**config.mk**
```make
export PLATFORM = sky130hd
export DESIGN_NAME = rx_addr_filter
export DESIGN_NICKNAME = d
export VERILOG_FILES = /design/src/rtl/rxf_pkg.sv /design/src/rtl/rxf_cfg_regs.sv /design/src/rtl/rxf_crc_byte.sv /design/src/rtl/rx_addr_filter.sv
export SDC_FILE = /design/constraint.sdc
export NUM_CORES = 1
export LEC_CHECK = 0
export ABC_CLOCK_PERIOD_IN_PS = 3800
export BUFFER_PORTS_ARGS = -buffer_cell sky130_fd_sc_hd__buf_4
export CORE_MARGIN = 5
export CORE_UTILIZATION = 57
export DETAILED_ROUTE_END_ITERATION = 10
export GPL_TIMING_DRIVEN = 1
export PLACE_DENSITY = 0.76
export SYNTH_ARGS = -nofsm -noshare
export SYNTH_HDL_FRONTEND = slang
export SYNTH_SLANG_ARGS = --single-unit
```
**constraint.sdc**
```tcl
create_clock -name clk -period 3.8 [get_ports clk]
set_input_delay 0.38 -clock clk [delete_from_list [all_inputs] [get_ports clk]]
set_output_delay 0.38 -clock clk [all_outputs]
set_load 0.005 [all_outputs]
```
**src/rtl/rxf_pkg.sv**
```systemverilog
package rxf_pkg;
    localparam int NB      = 6;
    localparam int CFG_AW  = 3;
    localparam int DW      = 32;
    localparam int CRC_W   = 32;
    localparam int HIDX_W  = 6;
    localparam logic [CRC_W-1:0] CRC_POLY = 32'hEDB88320;

    localparam logic [CFG_AW-1:0] OFS_CTRL   = 3'd0;
    localparam logic [CFG_AW-1:0] OFS_STA_LO = 3'd1;
    localparam logic [CFG_AW-1:0] OFS_STA_HI = 3'd2;
    localparam logic [CFG_AW-1:0] OFS_HASH_L = 3'd3;
    localparam logic [CFG_AW-1:0] OFS_HASH_H = 3'd4;

    localparam int CTRL_PROMISC = 0;
    localparam int CTRL_BC_REJ  = 1;

    typedef enum logic [1:0] {
        ST_IDLE,
        ST_RUN,
        ST_DECIDE
    } flt_state_e;
endpackage

```
**src/rtl/rxf_cfg_regs.sv**
```systemverilog
module rxf_cfg_regs
    import rxf_pkg::*;
#(
    parameter int AW = CFG_AW,
    parameter int W  = DW
) (
    input  logic          clk,
    input  logic          rst_n,
    input  logic          we,
    input  logic [AW-1:0] addr,
    input  logic [W-1:0]  wdata,
    output logic          promisc,
    output logic          bc_reject,
    output logic [47:0]   station,
    output logic [63:0]   hash
);
    typedef struct packed {
        logic        promisc;
        logic        bc_reject;
        logic [47:0] station;
        logic [63:0] hash;
    } cfg_t;

    cfg_t cfg_d, cfg_q;

    always_comb begin
        cfg_d = cfg_q;
        if (we) begin
            case (addr)
                OFS_CTRL: begin
                    cfg_d.promisc   = wdata[CTRL_PROMISC];
                    cfg_d.bc_reject = wdata[CTRL_BC_REJ];
                end
                OFS_STA_LO: cfg_d.station[31:0]  = wdata[31:0];
                OFS_STA_HI: cfg_d.station[47:32] = wdata[15:0];
                OFS_HASH_L: cfg_d.hash[31:0]     = wdata[31:0];
                OFS_HASH_H: cfg_d.hash[63:32]    = wdata[31:0];
                default: ;
            endcase
        end
    end

    always_ff @(posedge clk or negedge rst_n) begin
        if (!rst_n) cfg_q <= '0;
        else        cfg_q <= cfg_d;
    end

    assign promisc   = cfg_q.promisc;
    assign bc_reject = cfg_q.bc_reject;
    assign station   = cfg_q.station;
    assign hash      = cfg_q.hash;
endmodule

```
**src/rtl/rxf_crc_byte.sv**
```systemverilog
module rxf_crc_byte
    import rxf_pkg::*;
#(
    parameter int               W    = CRC_W,
    parameter logic [W-1:0]     POLY = CRC_POLY
) (
    input  logic [W-1:0] crc_in,
    input  logic [7:0]   data,
    output logic [W-1:0] crc_out
);
    logic [W-1:0] c;
    logic         fb;

    always_comb begin
        c  = crc_in;
        fb = 1'b0;
        for (int i = 0; i < 8; i++) begin
            fb = c[0] ^ data[i];
            c  = c >> 1;
            if (fb) c = c ^ POLY;
        end
        crc_out = c;
    end
endmodule

```
**src/rtl/rx_addr_filter.sv**
```systemverilog
module rx_addr_filter
    import rxf_pkg::*;
#(
    parameter int AW = CFG_AW,
    parameter int W  = DW
) (
    input  logic          clk,
    input  logic          rst_n,
    input  logic          cfg_we,
    input  logic [AW-1:0] cfg_addr,
    input  logic [W-1:0]  cfg_wdata,
    input  logic          da_valid,
    input  logic [47:0]   da,
    output logic          done,
    output logic          accept
);
    localparam int IDX_W  = $clog2(NB);
    localparam int ADDR_W = 8 * NB;
    localparam logic [IDX_W-1:0] LAST_IDX = IDX_W'(NB - 1);

    typedef struct packed {
        flt_state_e        state;
        logic [ADDR_W-1:0] addr;
        logic [CRC_W-1:0]  crc;
        logic [IDX_W-1:0]  idx;
        logic              done;
        logic              accept;
    } flt_t;

    flt_t f_d, f_q;

    logic        cfg_promisc;
    logic        cfg_bc_reject;
    logic [47:0] cfg_station;
    logic [63:0] cfg_hash;

    rxf_cfg_regs #(.AW(AW), .W(W)) u_regs (
        .clk       (clk),
        .rst_n     (rst_n),
        .we        (cfg_we),
        .addr      (cfg_addr),
        .wdata     (cfg_wdata),
        .promisc   (cfg_promisc),
        .bc_reject (cfg_bc_reject),
        .station   (cfg_station),
        .hash      (cfg_hash)
    );

    logic [ADDR_W-1:0] shifted;
    logic [7:0]        cur_byte;
    logic [CRC_W-1:0]  crc_next;

    assign shifted  = f_q.addr << (8 * f_q.idx);
    assign cur_byte = shifted[ADDR_W-1 -: 8];

    rxf_crc_byte u_crc (
        .crc_in  (f_q.crc),
        .data    (cur_byte),
        .crc_out (crc_next)
    );

    logic              is_bcast, is_mcast, hash_hit, verdict;
    logic [HIDX_W-1:0] hidx;

    always_comb begin
        is_bcast = &f_q.addr;
        is_mcast = f_q.addr[ADDR_W-8];
        hidx     = f_q.crc[CRC_W-1 -: HIDX_W];
        hash_hit = cfg_hash[hidx];
        if (cfg_promisc)   verdict = 1'b1;
        else if (is_bcast) verdict = !cfg_bc_reject;
        else if (is_mcast) verdict = hash_hit;
        else               verdict = (f_q.addr == cfg_station);
    end

    always_comb begin
        f_d      = f_q;
        f_d.done = 1'b0;
        case (f_q.state)
            ST_IDLE: begin
                if (da_valid) begin
                    f_d.state = ST_RUN;
                    f_d.addr  = da;
                    f_d.crc   = '1;
                    f_d.idx   = '0;
                end
            end
            ST_RUN: begin
                f_d.crc = crc_next;
                f_d.idx = f_q.idx + 1'b1;
                if (f_q.idx == LAST_IDX) f_d.state = ST_DECIDE;
            end
            ST_DECIDE: begin
                f_d.done   = 1'b1;
                f_d.accept = verdict;
                f_d.state  = ST_IDLE;
            end
            default: f_d.state = ST_IDLE;
        endcase
    end

    always_ff @(posedge clk or negedge rst_n) begin
        if (!rst_n) f_q <= '{state: ST_IDLE, default: '0};
        else        f_q <= f_d;
    end

    assign done   = f_q.done;
    assign accept = f_q.accept;
endmodule

```
After elaboration in Yosys (flattened, before gate mapping)
Index checks and enable logic that the tools add are counted.
{ "totals": {"register_bits": 201, "inputBits": 87, "out_inout_bits": 2, "wordCells": 72} }
{ "op_classes": {"add_sub_neg": 1, "magnitude_cmp": 1, "n_eq_ne": 10, "shifts": 1, "muxes": 18, "bitwise_logic": 16, "reduce_logical": 13} }
{ "ops": {"columns": ["op", "n"], "rows": [
  ["32-bit 2-to-1 mux", 8],
  ["13-bit NOT with 14-bit output", 8],
  ["85-bit 2-to-1 mux", 1],
  ["35-bit one-hot mux with 2 select lines", 1],
  ["48-bit equality test", 1],
  ["48-bit AND reduction", 1],
  ["48-bit by 6-bit << shifter with 48-bit output", 1],
  ["2-bit AND reduction", 8],
  ["1-bit XOR", 8],
  ["6-bit by 7-bit less-than comparator with 1-bit output (second input constant)", 1],
  ["1-bit binary-select mux with 6-bit select", 1],
  ["3-bit by 2-bit equality test with 1-bit output (second input constant)", 2],
  ["3-bit equality test (second input constant)", 2],
  ["1-bit 2-to-1 mux", 4],
  ["2-bit 2-to-1 mux", 2],
  ["2-bit inequality test (second input constant)", 2],
  ["2-bit one-hot mux with 2 select lines", 1],
  ["3-bit by 1-bit adder with 3-bit output (second input constant)", 1],
  ["3-bit by 1-bit equality test with 1-bit output (second input constant)", 1],
  ["3-bit logical NOT", 1],
  ["2-bit by 1-bit equality test with 1-bit output (second input constant)", 1],
  ["2-bit equality test (second input constant)", 1],
  ["2-bit logical NOT", 1],
  ["2-bit nonzero test", 1],
  ["1-bit logical NOT", 1]
]} }

Longest topological paths before layout
Gate-level depths: netlist of the first run.
{ "depth": {"word_depth": 18, "mapped_depth": 11, "depth_no_buf": 7} }

Hierarchy
Synthesis of the first run repeated with hierarchy kept, for this count alone.
{ "hier_totals": {"cells_unflattened": 698, "hier_area_um2": 10053.4} }
{ "modules_own_cells": {"columns": ["mod", "instances", "cells_each", "area_each_um2", "seq_area_each_um2"], "rows": [
  ["rx_addr_filter", 1, 381, 4814.6, 2177.1],
  ["rxf_cfg_regs", 1, 246, 4461.8, 2852.7],
  ["rxf_crc_byte", 1, 71, 777.0, 0.0]
]} }

Worst setup path after synthesis of the first run
Ideal clock, no wire load.
{ "synth_timing": {"path_type": "register to register", "start": "register f_q[2] in the netlist's numbering", "end": "register f_q[29] in the netlist's numbering", "setup_time_ps": 120, "arrival_ps": 2607, "t_required_ps": 3680, "path_slack_ps": 1073, "path_stages_with_launch": 10, "n_path_buf": 2, "synth_period_minus_slack_ps": 2727, "path_cell_list": "dfrtp_1 > buf_6 > or3b_2 > mux2i_1 > and4bb_2 > buf_4 > xor2_1 > xnor3_2 > xnor3_1 > o22a_2"} }
{ "synth_via": {"elab_chain_cells": 16, "word_cells_on_any_way": 21, "cone_classes": "1 x shift; 9 x mux; 11 x bitwise"} }
{ "synth_lines": {"columns": ["item", "line", "rtl"], "rows": [
  ["start, declared", "rx_addr_filter.sv:30", "flt_t f_d, f_q;"],
  ["start signal, assigned", "rx_addr_filter.sv:103", "if (!rst_n) f_q <= '{state: ST_IDLE, default: '0};"],
  ["start signal, assigned", "rx_addr_filter.sv:104", "else f_q <= f_d;"],
  ["48-bit by 6-bit << shifter with 48-bit output *", "rx_addr_filter.sv:53", "assign shifted = f_q.addr << (8 * f_q.idx);"],
  ["1-bit XOR", "rxf_crc_byte.sv:18", "fb = c[0] ^ data[i];"],
  ["32-bit 2-to-1 mux", "rxf_crc_byte.sv:20", "if (fb) c = c ^ POLY;"],
  ["13-bit NOT with 14-bit output (no line)", null, null],
  ["32-bit 2-to-1 mux", "rxf_crc_byte.sv:20", null],
  ["13-bit NOT with 14-bit output (no line)", null, null],
  ["32-bit 2-to-1 mux (2 in series)", "rxf_crc_byte.sv:20", null],
  ["13-bit NOT with 14-bit output (no line)", null, null],
  ["32-bit 2-to-1 mux", "rxf_crc_byte.sv:20", null],
  ["13-bit NOT with 14-bit output (no line)", null, null],
  ["32-bit 2-to-1 mux (2 in series)", "rxf_crc_byte.sv:20", null],
  ["13-bit NOT with 14-bit output (no line)", null, null],
  ["32-bit 2-to-1 mux *", "rxf_crc_byte.sv:20", null],
  ["35-bit one-hot mux with 2 select lines *", "rx_addr_filter.sv:79", "case (f_q.state)"]
]} }
Every way passes the cells marked *; elsewhere a longest branch is shown, timed or not.
A chain may end at the register's enable or synchronous reset.

Final worst setup path of the first run
{ "layout_timing": {"start": "register f_q[2] in the netlist's numbering", "end": "register f_q[31] in the netlist's numbering"} }
{ "layout_via": {"elab_chain_cells": 13, "word_cells_on_any_way": 21, "cone_classes": "1 x shift; 9 x mux; 11 x bitwise"} }
{ "layout_lines": {"columns": ["item", "line"], "rows": [
  ["48-bit by 6-bit << shifter with 48-bit output *", "rx_addr_filter.sv:53"],
  ["1-bit XOR", "rxf_crc_byte.sv:18"],
  ["32-bit 2-to-1 mux", "rxf_crc_byte.sv:20"],
  ["32-bit 2-to-1 mux or 13-bit NOT with 14-bit output (tied branches)", null],
  ["32-bit 2-to-1 mux", "rxf_crc_byte.sv:20"],
  ["32-bit 2-to-1 mux or 13-bit NOT with 14-bit output (tied branches)", null],
  ["32-bit 2-to-1 mux (2 in series)", "rxf_crc_byte.sv:20"],
  ["1-bit XOR or 13-bit NOT with 14-bit output (tied branches)", null],
  ["32-bit 2-to-1 mux", "rxf_crc_byte.sv:20"],
  ["13-bit NOT with 14-bit output (no line)", null],
  ["32-bit 2-to-1 mux *", "rxf_crc_byte.sv:20"],
  ["35-bit one-hot mux with 2 select lines *", "rx_addr_filter.sv:79"]
]} }
Marked as above.

==> results of run 1 <==
[per-stage QoR]
step | worst slack, ns | instance area [sq um]
finish | 0.568 | 11800
global route | 0.399 | 11800
CTS | 0.626 | 11800
detailed placement | 0.623 | 11100
global placement | 0.736 | 11100
floorplan | 1.07 | 10200
[layout make-up]
class | count | area share (%)
flip-flops and latches | 201 | 42.5
clock buffers | 32 | 5.40
inverters | 4 | 0.127
multi-input cells | 526 | 41.7
well taps | 229 | 2.42
clock inverters | 7 | 0.751
repair buffers | 111 | 7.12
[critical path: cells and delay by family, from the launching register on]
kind | cells | cell delay (ns)
DFF | 1 | 0.80
muxes | 1 | 0.17
xor gates and xnor gates | 3 | 0.91
buffers and inverters | 2 | 0.56
and+or+nand+nor | 2 | 0.54
AOI/OAI and AO/OA | 1 | 0.16
[worst max path at each step]
stage | start | to | slack, ns
final | f_q[2] | f_q[31] | 0.57
after global routing | f_q[3] | f_q[31] | 0.40
after CTS | f_q[2] | f_q[31] | 0.63
after detailed placement | f_q[2] | f_q[31] | 0.62
after global placement | f_q[2] | f_q[29] | 0.74
after floorplan | f_q[2] | f_q[29] | 1.07
[placed cells by master (no fill, tap or decap), drive strengths merged, types with 5 or more instances in the layout]
cell type	count
mux2	160
buf	109
nand2	18
a21oi	25
or3b	7
xor2	18
nor3	13
clkbuf	33
mux4	17
nor2b	14
xnor2	74
nand3b	10
clkinv	5
nor3b	8
xnor3	8
o22a	6
nor2	32
nand4	24
dfrtp	201
nor4	6
o21ai	15
nand3	5
inv	5
mux2i	42
[flip-flops by register name, indices dropped and copies added (netlist names)]
register,count
f_q,85
u_regs.hash,64
u_regs.station,48
accept,1
done,1
u_regs.bc_reject,1
u_regs.promisc,1
[layer usage]
metal  part of all wire, %  GRT usage (%)  vias up
li1                      -              -     2977
met5                     0              0        -
met3                   6.7           3.56       63
met2                    48           41.1      262
met1                    42           36.3     3493
met4                   3.8           8.18        0
[report_power, final]
part	switching [mW]	internal (mW)
Sequential	1.12	3.01
Clock	0.850	1.24
Combinational	3.47	4.40
Total	5.44	8.66
[repair_timing]
item                                    4_1_cts  5_1_grt
hold buffers                                  1        0
endpoints found under the setup margin        0        0
endpoints found under the hold margin        16        0
[logic make-up (layout without fill, tap and decap cells)]
group | count (synthesis) | in the layout
simple gates | 146 | 146
flops | 201 | 201
compound gates | 58 | 58
xor+xnor | 101 | 101
buf+inv | 52 | 154
fa+ha+maj | 2 | 2
mux | 219 | 219
==> impl_metrics.csv, run 1 <==
group,metric,value,unit
grt,grt_pass1_vias,7249,
setup_path,critPathCaptureType,"flop",
cts,clk_path_buf_depth,3,
yosys,synth_compound_area_share,3.61,%
sta,fmaxAchievable,309,MHz
setup_path,crit_path_max_incr_delay,0.80,ns
grt,grt_pass1_wl,40900,microns
setup_path,path_class,"reg2reg",
setup_path,crit_chain,"buf_4, or3b_2, mux2i_1, nor4bb_2, buf_4, xnor2_2, xnor2_1, xnor3_1, a21oi_1",
sta,period_minus_slack,3.23,ns
yosys,synth.distinct_cells,51,
cts,cts-htree-levels,1,
die,start_util,57.3,%
pwr,p_leak,5.03,nW
die,num_rows,49,
yosys,synthTopCellsByArea,"dfrtp_1, mux2_2, xnor2_1",
yosys,synth_top_area_cell,"dfrtp_1",
sta,timing_hold_violations_final,0,
pwr,peakVddDrop,0.958,mV
pwr,p_total,14.1,mW
yosys,synth_edf_count,0,
yosys,synth_adder_area_share,0.245,%
cts,cts_tree,"yes",
setup_path,r2r_cells,9,
die,dieArea,20700,sq um
cts,cts_resized,0,
sta,maxSlewHeadroom,42.8,%
cts,insertion_delay,0.51,ns
routing,drc,0,
run,maxCapViolCount,0,
layout,nets,955,
sta,finalSetupViolCount,0,
yosys,syn_area,10200,sq um
yosys,postSynthAreaPerCell,13.1,sq um
status,run_status,"complete, no violations",
yosys,ys_seq_area_share,49.3,%
yosys,synth_nets,868,
setup_path,cp_max_fo,20,
grt,antenna_found_initial,0,
routing,final_antenna_net_count,0,
layout,insertedDiodeCount,0,
sta,fin_skew,0.0134,ns
setup_path,r2r_setup_slack,0.57,ns
routing,drtPass1Iterations,6,
place,place_congestion,1.01,
yosys,synthMostInstantiatedCell,"dfrtp_1",
cts,path_clk_slew,0.06,ns
layout,area_delta_synth_final,16.0,%
cts,cts_root_buf,"clkbuf_16",
setup_path,critPathRequiredTime,4.24,ns
sta,final.setup.tns,0,ns
yosys,synthXorXnorAreaFrac,10.5,%
yosys,yosys_warnings,0,
setup_path,path_common_cell,"buf_4",
yosys,synth_top_family_by_area,"multiplexers",
sta,rsz0062_at_grt,"no",
pwr,p_per_area,1190,nW/um^2
die,ios,89,
layout,fillers,1322,
cts,numCtsBuffers,22,
routing,vias,6795,
yosys,synthFlopType,"dfrtp_1",
yosys,ys_top_cells_by_count,"dfrtp_1, mux2_2, xnor2_1",
sta,tightest_slew,0.858,ns
place,io_buffers,88,
layout,drive_above_1_share,38.8,%
place,dp_cells,1070,
routing,first_iter_violations,677,
cts,clkSinkCount,201,
routing,wirelength,25300,microns
routing,viasPerCell,6.12,
min_path,hold_path_end,"f_q[53]",
setup_path,rr_endpoint,"f_q[31]",
yosys,muxShareOfSynthArea,25.6,%
yosys,synth_top_area_share,49.3,%
cts,post_cts_buffers,0,
setup_path,startpoint_type,"flop",
grt,grtUsageTotal,25.5,%
setup_path,critPathArrivalTime,3.67,ns
layout,finalNonFillerCells,1110,
layout,ff_latch_area,5030,sq um
routing,post_drt_wl_per_cell,22.8,microns
min_path,min_path_cells,2,
place,dp_hpwl,18600,microns
setup_path,slowest_stage,"dfrtp_1",
layout,multi_input_area,4930,sq um
sta,slew_violations,0,
yosys,async_reset_ff_share,100,%
yosys,synth-simple-area-share,8.20,%
grt,grt_start_max_net_pins,104,
yosys,netlist_instances,779,
layout,final_core_util,66.5,%
yosys,ys_ff_latch,201,
setup_path,r2r-start,"f_q[2]",
min_path,hp-class,"in2reg",
grt,grt_remaining_overflow,0,
die,coreArea,17800,sq um
die,die_h,144,microns
min_path,hold_start,"da[16]",
sta,whs,0.105,ns
sta,fin_crit_sh,85.1,%
die,die_x,144,microns
Power figures use the tool's default switching activity.
==> inputs of run 2 (changes only) <==
CORE_ASPECT_RATIO = 1.2   (was not set)
==> impl_metrics.csv, run 2 (synthesis results as in run 1) <==
group,metric,value,unit
routing,viasPerCell,6.13,
setup_path,slowest_stage,"dfrtp_1",
place,place_congestion,0.917,
setup_path,critPathRequiredTime,4.19,ns
layout,nets,954,
routing,vias,6717,
sta,final.setup.tns,0,ns
pwr,p_seq_share,29.5,%
sta,fin_crit_sh,82.0,%
pwr,p_leak,5.04,nW
sta,maxSlewHeadroom,34.3,%
grt,grt_remaining_overflow,0,
pwr,peakVddDrop,0.811,mV
layout,mostFrequentLayoutCells,"dfrtp_1, mux2_2, buf_4, xnor2_1, mux2i_1",
sta,tightest_slew,0.985,ns
layout,regMostFlops,"f_q",
routing,drc,0,
layout,finalNonFillerCells,1096,
layout,largest_reg_flops,85,
run,maxCapViolCount,0,
cts,clkSinkCount,201,
status,run_status,"finished, violations left",
die,coreArea,17600,sq um
cts,ctsHoldBuffers,0,
sta,layout_setup_ws,0.685,ns
sta,slew_violations,0,
pwr,power_frac_clock,15.6,%
pwr,comb_power_share,54.9,%
sta,fmaxAchievable,321,MHz
routing,drtPass1Iterations,5,
layout,final_area,11800,sq um
layout,final_core_util,67.3,%
sta,period_minus_slack,3.11,ns
cts,numCtsBuffers,22,
cts,path_clk_slew,0.06,ns
layout,drive_above_1_share,38.7,%
grt,antenna_found_initial,0,
layout,area_delta_synth_final,15.9,%
layout,insertedDiodeCount,0,
min_path,hp-class,"in2async",
cts,cts_root_buf,"clkbuf_16",
setup_path,crit_chain,"buf_4, mux2i_1, mux2i_1, nor4bb_1, buf_4, xor2_1, xnor3_2, xnor3_1, o22a_2",
sta,whs,-0.0677,ns
setup_path,startpoint_type,"flop",
cts,cts_tree,"yes",
cts,cts-htree-levels,1,
routing,final_antenna_net_count,0,
cts,cts_resized,0,
cts,clk_path_buf_depth,3,
cts,insertion_delay,0.50,ns
setup_path,crit_path_max_incr_delay,0.68,ns
place,pre_cts_slack,0.713,ns
place,dp_cells,1061,
die,dieArea,20700,sq um
grt,grt_pass1_wl,41600,microns
cts,post_cts_buffers,0,
sta,rsz0062_at_grt,"no",
setup_path,cp_max_fo,14,
setup_path,critPathCaptureType,"flop",
place,dp_hpwl,18900,microns
die,ios,89,
routing,wirelength,26100,microns
sta,finalSetupViolCount,0,
die,start_util,58.0,%
die,die_h,157,microns
die,die_x,132,microns
setup_path,path_class,"reg2reg",
layout,fillers,1268,
place,io_buffers,88,
routing,post_drt_wl_per_cell,23.8,microns
grt,grt_start_max_net_pins,114,
pwr,p_sw,5.34,mW
status,violations,"hold timing",
grt,grt_pass1_vias,7134,
grt,grtUsageTotal,25.8,%
pwr,swShare,37.8,%
sta,timing_hold_violations_final,16,
routing,first_iter_violations,500,
pwr,p_total,14.1,mW
die,num_rows,53,
place,dpl-instance-area,11100,sq um
pwr,internal-power,8.77,mW
sta,fin_skew,0.0117,ns
pwr,p_per_area,1190,nW/um^2
setup_path,critPathArrivalTime,3.50,ns
layout,final_common_cell,"dfrtp_1",
run 2: cell types whose count changed in the layout (fill, tap and decap cells not counted), sizes merged:
cell         before  now
bufinv            1    3
clkbuf           33   32
clkinv            5    1
dlygate4sd3       1    0
inv               5    4
run 2: critical path, delay by kind of cell, from the launching register on:
family | cells | cell delay (ns)
buffers and inverters | 2 | 0.52
muxes | 2 | 0.33
DFF | 1 | 0.68
AOI/OAI and AO/OA | 1 | 0.19
and+or+nand+nor | 1 | 0.32
xor gates and xnor gates | 3 | 0.97
run 2: path summary, 6_finish.rpt:
path / from / endpoint / slack (ns) / cells after the start
min: rst_n / f_q[57] / -0.07 / 1
max reg2reg: f_q[3] / f_q[29] / 0.69 / 9
max in group asynchronous: rst_n / f_q[67] / 2.77 / 2
min in group clk: da[32] / f_q[69] / 0.09 / 3
min reg2reg: u_regs.hash[40] / u_regs.hash[40] / 0.50 / 1
max: f_q[3] / f_q[29] / 0.69 / 9
run 2: layout make-up:
cell class | count | area [sq um] | area share, %
well taps | 220 | 275 | 2.33
multi-input cells | 526 | 4930 | 41.7
clock buffers | 31 | 646 | 5.46
inverters | 4 | 15.0 | 0.127
flip-flops and latches | 201 | 5030 | 42.6
repair buffers | 110 | 832 | 7.04
clock inverters | 4 | 95.1 | 0.805
run 2: metal layers:
| metal | up-vias | GRT usage [%] | part of all wire [%] |
|---|---|---|---|
| li1 | 2963 | - | - |
| met1 | 3470 | 34.1 | 41 |
| met2 | 220 | 44.0 | 50 |
| met3 | 64 | 3.99 | 5.9 |
| met4 | 0 | 8.23 | 3.6 |
| met5 | - | 0 | 0 |
run 2: power groups by stage:
stage,sequential (mW),clock (mW),combinational [mW]
detailed placement,4.16,0,7.70
finish,4.16,2.21,7.75
floorplan,3.55,0,6.55
global route,4.24,2.33,8.44
global placement,4.13,0,7.41
CTS,4.13,2.24,7.78
==> inputs of run 3 (changes only) <==
ABC_CLOCK_PERIOD_IN_PS = 2800   (was 3800)
CORE_UTILIZATION = 54   (was 57)
PLACE_DENSITY = 0.75   (was 0.76)
clock period = 2.8 ns   (was 3.8 ns; I/O delays follow)
==> impl_metrics.csv, run 3 (synthesis results as in run 1) <==
group,metric,value,unit
sta,period_minus_slack,2.67,ns
layout,regMostFlops,"f_q",
layout,area_delta_synth_final,19.8,%
routing,wl_met1,10800,microns
cts,cts-htree-levels,1,
cts,post_cts_buffers,0,
die,dieArea,21700,sq um
grt,grt_pass1_wl,43500,microns
grt,grt_start_max_net_pins,97,
cts,path_clk_slew,0.06,ns
setup_path,cp_max_fo,11,
die,die_h,161,microns
cts,numCtsBuffers,21,
routing,highest_layer,"met5",
cts,clkSinkCount,201,
pwr,peakVddDrop,1.26,mV
sta,fmaxAchievable,375,MHz
place,io_buffers,88,
setup_path,critPathCaptureType,"flop",
pwr,p_per_area,1650,nW/um^2
sta,slew_violations,0,
die,die_x,135,microns
min_path,hp-class,"in2reg",
cts,insertion_delay,0.50,ns
pwr,p_leak,5.25,nW
sta,finalSetupViolCount,0,
cts,clk_path_buf_depth,3,
status,run_status,"complete, no violations",
layout,nets,998,
die,num_rows,55,
sta,rsz0062_at_grt,"no",
sta,fin_crit_sh,95.3,%
die,coreArea,18700,sq um
layout,ff_latch_area,5030,sq um
sta,maxSlewHeadroom,44.1,%
routing,post_drt_wl_per_cell,23.3,microns
place,dp_hpwl,20400,microns
grt,grt_pass1_vias,7538,
layout,largest_reg_flops,85,
grt,grtUsageTotal,25.8,%
layout,mostFrequentLayoutCells,"dfrtp_1, mux2_2, buf_4, xnor2_1, mux2i_1",
layout,drive_above_1_share,42.5,%
layout,insertedDiodeCount,0,
routing,final_antenna_net_count,0,
run,maxCapViolCount,0,
place,place_congestion,0.961,
cts,cts_root_buf,"clkbuf_16",
routing,viasPerCell,5.84,
setup_path,critPathRequiredTime,3.17,ns
routing,drtPass1Iterations,5,
grt,grt_remaining_overflow,0,
routing,met3_length,1320,microns
cts,cts_tree,"yes",
routing,vias,6886,
routing,drc,0,
layout,fillers,1455,
die,ios,89,
routing,wirelength,27400,microns
die,start_util,54.5,%
layout,final_common_cell,"dfrtp_1",
sta,tightest_slew,0.838,ns
setup_path,startpoint_type,"flop",
routing,first_iter_violations,446,
grt,antenna_found_initial,1,
pwr,p_total,20.2,mW
sta,timing_hold_violations_final,0,
layout,multi_input_area,4940,sq um
setup_path,path_class,"reg2reg",
setup_path,critPathArrivalTime,3.04,ns
sta,fin_skew,0.0196,ns
routing,dr_wl_met2,14400,microns
layout,final_core_util,65.2,%
run 3: cell types whose count changed in the layout (fill, tap and decap cells not counted), sizes merged:
cell / previous run / this run
clkinvlp: 0 / 3
clkbuf: 32 / 26
buf: 109 / 153
dlygate4sd3: 0 / 1
clkinv: 1 / 7
bufinv: 3 / 2
run 3: final cells by class:
type	count	area share [%]
clock buffer	25	4.67
clock inverter	12	0.963
inverter	4	0.123
multi-input combinational	526	40.5
sequential	201	41.2
tap	256	2.62
timing repair buffer	155	9.94
run 3: critical path: stages, from the launching register on:
cell and delay [ns]:
dfrtp_1 0.50, buf_4 0.23, or3b_2 0.46, mux2i_1 0.16, nor4bb_1 0.07, buf_4 0.16
buf_4 0.15, xnor2_1 0.23, buf_4 0.19, xnor3_1 0.22, o22a_2 0.19
run 3: through the flow:
| step | setup slack [ns] | setup TNS [ns] | hold WS [ns] | instance area [sq um] | instances |
|---|---|---|---|---|---|
| final | 0.132 | 0 | 0.0150 | 12200 | 1179 |
| after global routing | 0.0131 | 0 | 0.00396 | 12200 | 1179 |
| after CTS | 0.0220 | 0 | 0.00437 | 12200 | 1179 |
| after detailed placement | -0.0571 | -0.0571 | 0.407 | 11500 | 1141 |
| after global placement | 0.0811 | 0 | 0.391 | 11500 | 1141 |
| after floorplan | 0.0734 | 0 | -0.0156 | 10200 | 779 |
run 3: what timing repair did:
| action | CTS | global route |
|---|---|---|
| endpoints found under the hold margin | 92 | 0 |
| resized for setup | 2 | 3 |
| hold buffers | 1 | 0 |
| setup endpoints to repair | 2 | 5 |
run 3: report_power, final:
part	leakage (nW)	total (mW)	switching, mW	internal, mW
Combinational	2.52	12.1	5.22	6.85
Clock	0.338	2.80	1.17	1.64
Sequential	2.38	5.34	1.24	4.10
Total	5.25	20.2	7.62	12.6
run 3: worst paths after layout:
check                                 from         endpoint  slack, ns  depth (start not counted)
max                                 f_q[4]          f_q[29]       0.13                         10
min                                 da[21]          f_q[58]       0.01                          2
max reg2reg                         f_q[4]          f_q[29]       0.13                         10
min reg2reg                u_regs.hash[48]  u_regs.hash[48]       0.51                          1
max in group asynchronous            rst_n          f_q[20]       1.51                          3
min in group asynchronous            rst_n          f_q[73]       0.40                          2
run 3: layer usage:
layer / track usage [%] / up-vias
met2: 45.9 / 211
met1: 32.4 / 3556
met3: 3.48 / 65
met4: 8.48 / 2
met5: 0 / -
li1: - / 3052
